**config.mk**
```make
export PLATFORM = sky130hd
export DESIGN_NAME = bridge_pin_ctl
export DESIGN_NICKNAME = d
export VERILOG_FILES = /design/src/rtl/bpc_pkg.sv /design/src/rtl/bpc_activity_toggle.sv /design/src/rtl/bpc_rs485_enable.sv /design/src/rtl/bpc_in_sync.sv /design/src/rtl/bpc_pin_drive.sv /design/src/rtl/bridge_pin_ctl.sv
export SDC_FILE = /design/constraint.sdc
export NUM_CORES = 1
export LEC_CHECK = 0
export ABC_AREA = 1
export BUFFER_PORTS_ARGS = -buffer_cell sky130_fd_sc_hd__buf_2
export CORE_MARGIN = 8
export CORE_UTILIZATION = 33
export DETAILED_ROUTE_END_ITERATION = 16
export GPL_TIMING_DRIVEN = 0
export PLACE_DENSITY_LB_ADDON = 0.1
export SLEW_MARGIN = 40
export SYNTH_ARGS = -nofsm -noshare
export SYNTH_HDL_FRONTEND = slang
export SYNTH_SLANG_ARGS = --single-unit
export TNS_END_PERCENT = 20
```
**constraint.sdc**
```tcl
create_clock -name clk -period 1.1 [get_ports clk]
set_input_delay 0.11 -clock clk [delete_from_list [all_inputs] [get_ports clk]]
set_output_delay 0.11 -clock clk [all_outputs]
set_load 0.01 [all_outputs]
```
**src/rtl/bpc_pkg.sv**
```systemverilog
package bpc_pkg;
    timeunit 1ns;
    timeprecision 100ps;

    localparam int NCH = 2;

    typedef enum logic [1:0] {
        KIND_IN  = 2'b00,
        KIND_OD  = 2'b01,
        KIND_PP  = 2'b10,
        KIND_IN2 = 2'b11
    } pin_kind_e;

    typedef enum logic [1:0] {
        TG_IDLE     = 2'd0,
        TG_RUN_LOW  = 2'd1,
        TG_RUN_HIGH = 2'd2
    } tog_state_e;

    typedef enum logic {
        DE_OFF = 1'b0,
        DE_ON  = 1'b1
    } de_state_e;

    typedef enum logic [1:0] {
        SRC_GPIO  = 2'd0,
        SRC_ALT   = 2'd1,
        SRC_MODEM = 2'd2
    } pin_src_e;
endpackage

```
**src/rtl/bpc_activity_toggle.sv**
```systemverilog
module bpc_activity_toggle
    import bpc_pkg::*;
#(
    parameter int HALF = 8
) (
    input  logic clk,
    input  logic rst_n,
    input  logic busy,
    output logic tog_o
);
    timeunit 1ns;
    timeprecision 100ps;

    localparam int CW = (HALF > 1) ? $clog2(HALF) : 1;
    localparam logic [CW-1:0] LAST = CW'(HALF - 1);

    tog_state_e state_q, state_d;
    logic [CW-1:0] cnt_q, cnt_d;
    logic          expire;

    assign expire = (cnt_q == LAST);

    // state register
    always_ff @(posedge clk or negedge rst_n) begin
        if (!rst_n) begin
            state_q <= TG_IDLE;
            cnt_q   <= '0;
        end else begin
            state_q <= state_d;
            cnt_q   <= cnt_d;
        end
    end

    // next state
    always_comb begin
        state_d = state_q;
        cnt_d   = cnt_q;
        unique case (state_q)
            TG_IDLE: begin
                cnt_d = '0;
                if (busy) state_d = TG_RUN_LOW;
            end
            TG_RUN_LOW: begin
                if (expire) begin
                    cnt_d   = '0;
                    state_d = busy ? TG_RUN_HIGH : TG_IDLE;
                end else begin
                    cnt_d = cnt_q + 1'b1;
                end
            end
            TG_RUN_HIGH: begin
                if (!busy) begin
                    cnt_d   = '0;
                    state_d = TG_IDLE;
                end else if (expire) begin
                    cnt_d   = '0;
                    state_d = TG_RUN_LOW;
                end else begin
                    cnt_d = cnt_q + 1'b1;
                end
            end
            default: begin
                cnt_d   = '0;
                state_d = TG_IDLE;
            end
        endcase
    end

    // outputs
    always_comb begin
        tog_o = (state_q != TG_RUN_LOW);
    end
endmodule

```
**src/rtl/bpc_rs485_enable.sv**
```systemverilog
module bpc_rs485_enable
    import bpc_pkg::*;
(
    input  logic clk,
    input  logic rst_n,
    input  logic frame,
    output logic de_o
);
    timeunit 1ns;
    timeprecision 100ps;

    de_state_e state_q, state_d;

    always_ff @(posedge clk or negedge rst_n) begin
        if (!rst_n) state_q <= DE_OFF;
        else        state_q <= state_d;
    end

    always_comb begin
        state_d = state_q;
        unique case (state_q)
            DE_OFF: if (frame)  state_d = DE_ON;
            DE_ON:  if (!frame) state_d = DE_OFF;
            default: state_d = DE_OFF;
        endcase
    end

    always_comb begin
        de_o = (state_q == DE_ON);
    end
endmodule

```
**src/rtl/bpc_in_sync.sv**
```systemverilog
module bpc_in_sync #(
    parameter int W = 5
) (
    input  logic         clk,
    input  logic         rst_n,
    input  logic [W-1:0] d,
    output logic [W-1:0] q
);
    timeunit 1ns;
    timeprecision 100ps;

    logic [W-1:0] meta_q, sync_q;

    always_ff @(posedge clk or negedge rst_n) begin
        if (!rst_n) begin
            meta_q <= '0;
            sync_q <= '0;
        end else begin
            meta_q <= d;
            sync_q <= meta_q;
        end
    end

    assign q = sync_q;
endmodule

```
**src/rtl/bpc_pin_drive.sv**
```systemverilog
module bpc_pin_drive
    import bpc_pkg::*;
#(
    parameter bit HAS_ALT = 1'b1
) (
    input  logic       modem_mode,
    input  logic [1:0] kind,
    input  logic       alt_en,
    input  logic       alt_val,
    input  logic       gpio_val,
    input  logic       modem_out,
    input  logic       modem_oe,
    output logic       pad_out,
    output logic       pad_oe,
    output logic       owned
);
    timeunit 1ns;
    timeprecision 100ps;

    pin_src_e  src;
    pin_kind_e kind_e;
    logic      alt_active;

    assign kind_e     = pin_kind_e'(kind);
    assign alt_active = HAS_ALT && alt_en;

    always_comb begin
        if (modem_mode)      src = SRC_MODEM;
        else if (alt_active) src = SRC_ALT;
        else                 src = SRC_GPIO;
    end

    assign owned = (src == SRC_GPIO) && ((kind_e == KIND_OD) || (kind_e == KIND_PP));

    always_comb begin
        pad_out = 1'b0;
        pad_oe  = 1'b0;
        unique case (src)
            SRC_MODEM: begin
                pad_out = modem_out;
                pad_oe  = modem_oe;
            end
            SRC_ALT: begin
                pad_out = alt_val;
                pad_oe  = 1'b1;
            end
            SRC_GPIO: begin
                unique case (kind_e)
                    KIND_OD: begin
                        pad_out = 1'b0;
                        pad_oe  = !gpio_val;
                    end
                    KIND_PP: begin
                        pad_out = gpio_val;
                        pad_oe  = 1'b1;
                    end
                    KIND_IN, KIND_IN2: begin
                        pad_out = 1'b0;
                        pad_oe  = 1'b0;
                    end
                    default: ;
                endcase
            end
            default: ;
        endcase
    end
endmodule

```
**src/rtl/bridge_pin_ctl.sv**
```systemverilog
module bridge_pin_ctl
    import bpc_pkg::*;
#(
    parameter  int STD_PINS    = 3,
    parameter  int ENH_PINS    = 2,
    parameter  int TOGGLE_HALF = 8,
    localparam int NPIN        = STD_PINS + ENH_PINS
) (
    input  logic              clk,
    input  logic              rst_n,
    input  logic              std_modem,
    input  logic              enh_modem,
    input  logic [2*NPIN-1:0] cfg_kind,
    input  logic [NPIN-1:0]   cfg_alt,
    input  logic              enh_pin1_rs485,
    input  logic              gpio_wr,
    input  logic [NPIN-1:0]   gpio_wdata,
    output logic [NPIN-1:0]   gpio_rd,
    input  logic [1:0]        tx_busy,
    input  logic [1:0]        rx_busy,
    input  logic              enh_tx_frame,
    input  logic [NPIN-1:0]   modem_out,
    input  logic [NPIN-1:0]   modem_oe,
    input  logic [NPIN-1:0]   pad_in,
    output logic [NPIN-1:0]   pad_out,
    output logic [NPIN-1:0]   pad_oe
);
    timeunit 1ns;
    timeprecision 100ps;

    logic [NCH-1:0]  tx_tog;
    logic [NCH-1:0]  rx_tog;
    logic            rs485_de;
    logic [NPIN-1:0] out_q;
    logic [NPIN-1:0] owned;

    // activity indicators, one pair per channel
    for (genvar c = 0; c < NCH; c++) begin : g_chan
        bpc_activity_toggle #(.HALF(TOGGLE_HALF)) u_tx (
            .clk   (clk),
            .rst_n (rst_n),
            .busy  (tx_busy[c]),
            .tog_o (tx_tog[c])
        );
        bpc_activity_toggle #(.HALF(TOGGLE_HALF)) u_rx (
            .clk   (clk),
            .rst_n (rst_n),
            .busy  (rx_busy[c]),
            .tog_o (rx_tog[c])
        );
    end

    bpc_rs485_enable u_de (
        .clk   (clk),
        .rst_n (rst_n),
        .frame (enh_tx_frame),
        .de_o  (rs485_de)
    );

    bpc_in_sync #(.W(NPIN)) u_sync (
        .clk   (clk),
        .rst_n (rst_n),
        .d     (pad_in),
        .q     (gpio_rd)
    );

    // output register: only pads currently owned by GPIO take the write
    always_ff @(posedge clk or negedge rst_n) begin
        if (!rst_n)       out_q <= '1;
        else if (gpio_wr) out_q <= (out_q & ~owned) | (gpio_wdata & owned);
    end

    for (genvar i = 0; i < NPIN; i++) begin : g_pin
        localparam int  PORT  = (i >= STD_PINS) ? 1 : 0;
        localparam int  LOCAL = (PORT == 1) ? i - STD_PINS : i;
        localparam bit  HAS_A = (LOCAL < 2);

        logic alt_val;
        if (LOCAL == 0) begin : g_tx
            assign alt_val = tx_tog[PORT];
        end else if (LOCAL == 1 && PORT == 1) begin : g_rx_de
            assign alt_val = enh_pin1_rs485 ? rs485_de : rx_tog[PORT];
        end else if (LOCAL == 1) begin : g_rx
            assign alt_val = rx_tog[PORT];
        end else begin : g_none
            assign alt_val = 1'b0;
        end

        bpc_pin_drive #(.HAS_ALT(HAS_A)) u_drv (
            .modem_mode (PORT == 1 ? enh_modem : std_modem),
            .kind       (cfg_kind[2*i +: 2]),
            .alt_en     (cfg_alt[i]),
            .alt_val    (alt_val),
            .gpio_val   (out_q[i]),
            .modem_out  (modem_out[i]),
            .modem_oe   (modem_oe[i]),
            .pad_out    (pad_out[i]),
            .pad_oe     (pad_oe[i]),
            .owned      (owned[i])
        );
    end
endmodule

```
==> flow_summary.yaml <==
status:
  status: "complete, but fails checks"
  violations: "negative setup slack"
pwr:
  p_leak_nw: 1.72
  seqPwrFrac_pct: 31.0
  pwr-share-comb_pct: 50.4
  finalPower_w: 0.00621
  clockPowerShare_pct: 18.6
  swShare_pct: 37.9
  power.density_nw_per_um2: 1940
  p_int_w: 0.00385
  power_switching_w: 0.00235
  ir_drop_uv: 1140
global_routing:
  grtUsageMet1_pct: 11.2
  grt_max_degree: 37
  grt_pass1_wl_mm: 7.98
  grt_antenna_before_repair: 0
  grt_pass1_vias: 1849
  met3_usage_pct: 3.45
  gr-usage-met2_pct: 16.7
  top_usage_layer: "met2"
  overflow: 0
  grtUsageTotal_pct: 9.83
critical_path:
  r2r_slack_ps: -260
  start_kind: "flop"
  path_cells: "inv_2 > ha_4 > o21ai_4 > nand3_2 > nand3_2 > buf_6"
  ff2ff_path_depth: 8
  worstSetupPathType: "flop to output port"
  worstPathArrival_ps: 1280
  cp-end-kind: "output port"
  cp-startpoint: "g_chan[1].u_rx.state_q[1]"
  slowest_delay_ps: 390
  cp.depth: 6
  worstReg2RegEnd: "g_chan[1].u_rx.state_q[0]"
  critPathMaxFanout: 2
  critical_path.top_delay_family: "flip-flops"
  worstReg2RegStart: "g_chan[1].u_rx.state_q[0]"
  cpMaxStageDelayCell: "dfrtp_1"
  timing.critical_path.buf_inv: 2
  cp.required_ps: 990
  path_common_cell: "nand3_2"
  endpoint: "pad_out[4]"
yosys:
  synthFlopType: "dfrtp_1"
  synth.area.top_cells: "dfrtp_1 (34%), ha_1 (21%), nand2_1 (9.7%)"
  syn-num-nets: 353
  synth_commonest_cells: "nand2_1 (59), inv_1 (49), ha_1 (39)"
  netlist.top_cell.by_area: "dfrtp_1"
  synth_seq_cells: 36
  synth_area_um2: 2280
  synthArstFlopShare_pct: 100
  ys_types: 22
  syn_area_per_cell_um2: 8.49
  synth_top_area_share_pct: 34.1
  ys.warnings.count: 0
  yosysMostFrequentCell: "nand2_1"
  synth_edf_count: 0
  syn_inst: 268
  seq_area_frac_synth_pct: 39.9
timing:
  hold_ws_ps: 31.0
  finalCriticalPeriod_ps: 1390
  fin_ws_ps: -288
  rsz0062_at_grt: "yes"
  timing.fmax_mhz: 721
  setup_tns_ps: -4290
  period_share_pct: 126
  hold_violations: 0
  maxSlewViolCount: 0
  relSlewSlack_pct: 69.3
  setup_viol_count_final: 29
  worst_pin_slew_ps: 461
  clock_skew_ps: 5.62
drt:
  vias: 1870
  drc: 0
  dr.pass1.iters: 4
  drtIter0Drc: 33
  wire_per_inst_um: 11.4
  ant_nets: 0
  vias_per_cell: 4.33
  wl_mm: 4.93
clock_network:
  numCtsBuffers: 5
  clkSinkCount: 36
  htreeDepth: 2
  clockRootBuffer: "clkbuf_8"
  path_clk_slew_ps: 70
  clkLatencyLatePin_ps: 280
  cts_tree: "done"
  cts_buffer_depth: 2
finish:
  antenna_cells: 0
  drive_gt1_share_pct: 42.9
  final_net_count: 436
  area_growth_pct: 40.7
  layout.cells.non_filler: 432
die:
  initial_core_util_pct: 33.9
  boundaryPins: 61
  core_area_um2: 6720
  die-area_um2: 9810
  die_h_um: 99.0
  die_w_um: 99.0
  rows: 30
placed_design:
  placed_cells: 406
  globalplace.congestion: 0.764
  hpwl_mm: 3.58
  io_buffers: 58
job:
  max_cap_violations: 0
worst_hold_path:
  min_path_type: "primary input to flop"
==> power by group through the flow <==
stage / registers, W / logic [W] / clock network, W
after global routing: 0.00196 / 0.00352 / 0.00126
after floorplan: 0.00188 / 0.00142 / 0
after global placement: 0.00194 / 0.00189 / 0
after CTS: 0.00190 / 0.00249 / 0.00122
final: 0.00192 / 0.00313 / 0.00115
after detailed placement: 0.00194 / 0.00190 / 0
==> metrics by stage <==
stage	utilization, %	area [um^2]	setup WS, ps
6_report	47.7	3200	-288
5_1_grt	47.7	3200	-353
4_1_cts	44.9	3020	-336
3_5_place_dp	39.7	2670	-290
3_3_place_gp	39.7	2670	-310
2_1_floorplan	-	2280	3.06
==> placed cells by master (no fill, tap or decap), types with 5 or more instances in the layout <==
master and n:
a21oi_1 7, buf_2 51, buf_4 18, buf_6 11
clkbuf_8 5, dfrtp_1 29, dfstp_2 5, dlygate4sd3_1 7
ha_1 30, ha_4 7, inv_1 37, inv_2 13
nand2_1 45, nand2_2 12, nand3_1 13, nand3_2 7
nor2_1 18
==> worst min path at each step <==
stage | cells past startpoint | slack (ps) | start | endpoint
final | 3 | 30 | gpio_wdata[3] | flop
after global routing | 3 | 40 | gpio_wdata[4] | flop
after CTS | 3 | 10 | gpio_wdata[3] | flop
after detailed placement | 1 | 110 | rst_n | u_sync.meta_q[3]
after global placement | 1 | 220 | pad_in[0] | u_sync.meta_q[0]
after floorplan | 0 | -190 | rst_n | g_chan[0].u_rx.cnt_q[0]
==> per-layer routing <==
metal  vias to the layer above  routed length, um
met5                         -                  0
met4                         0                 40
met3                         4                309
met2                        35               2440
met1                       855               2140
li1                        976                  -
==> area by class of cell <==
class | count | area, um^2
sequential | 36 | 910
fill | 675 | 3520
clock inverter | 3 | 42.5
tap | 80 | 100
clock buffer | 5 | 68.8
multi-input combinational | 169 | 1290
buffer | 5 | 41.3
inverter | 52 | 203
timing repair buffer | 82 | 543
==> worst reg2reg max path: stages, from the launching register on <==
cell and delay [ps]:
dfrtp_1 420, buf_6 130, buf_6 110, inv_4 50, ha_4 120, inv_2 30, or2_1 240, nand3_1 90
nand2_1 50
==> logic make-up (layout without fill, tap and decap cells) <==
kind of cell	Yosys count	after routing	share of synthesized area, %
AO/OA/AOI/OAI	17	17	4.40
flip-flops	36	36	39.9
AND/OR/NAND/NOR	113	113	21.9
adder cells (fa/ha/maj)	39	39	21.4
buffers and inverters	63	147	12.4
==> timing repair <==
| action | 4_1_cts | 5_1_grt |
|---|---|---|
| hold endpoints to repair | 37 | 0 |
| setup endpoints to repair | 26 | 30 |
| hold buffers | 7 | 0 |
| resized for setup | 32 | 42 |
| buffers inserted | 12 | 6 |
| pin swaps | 15 | 23 |
(Power assumes the default switching activity.)
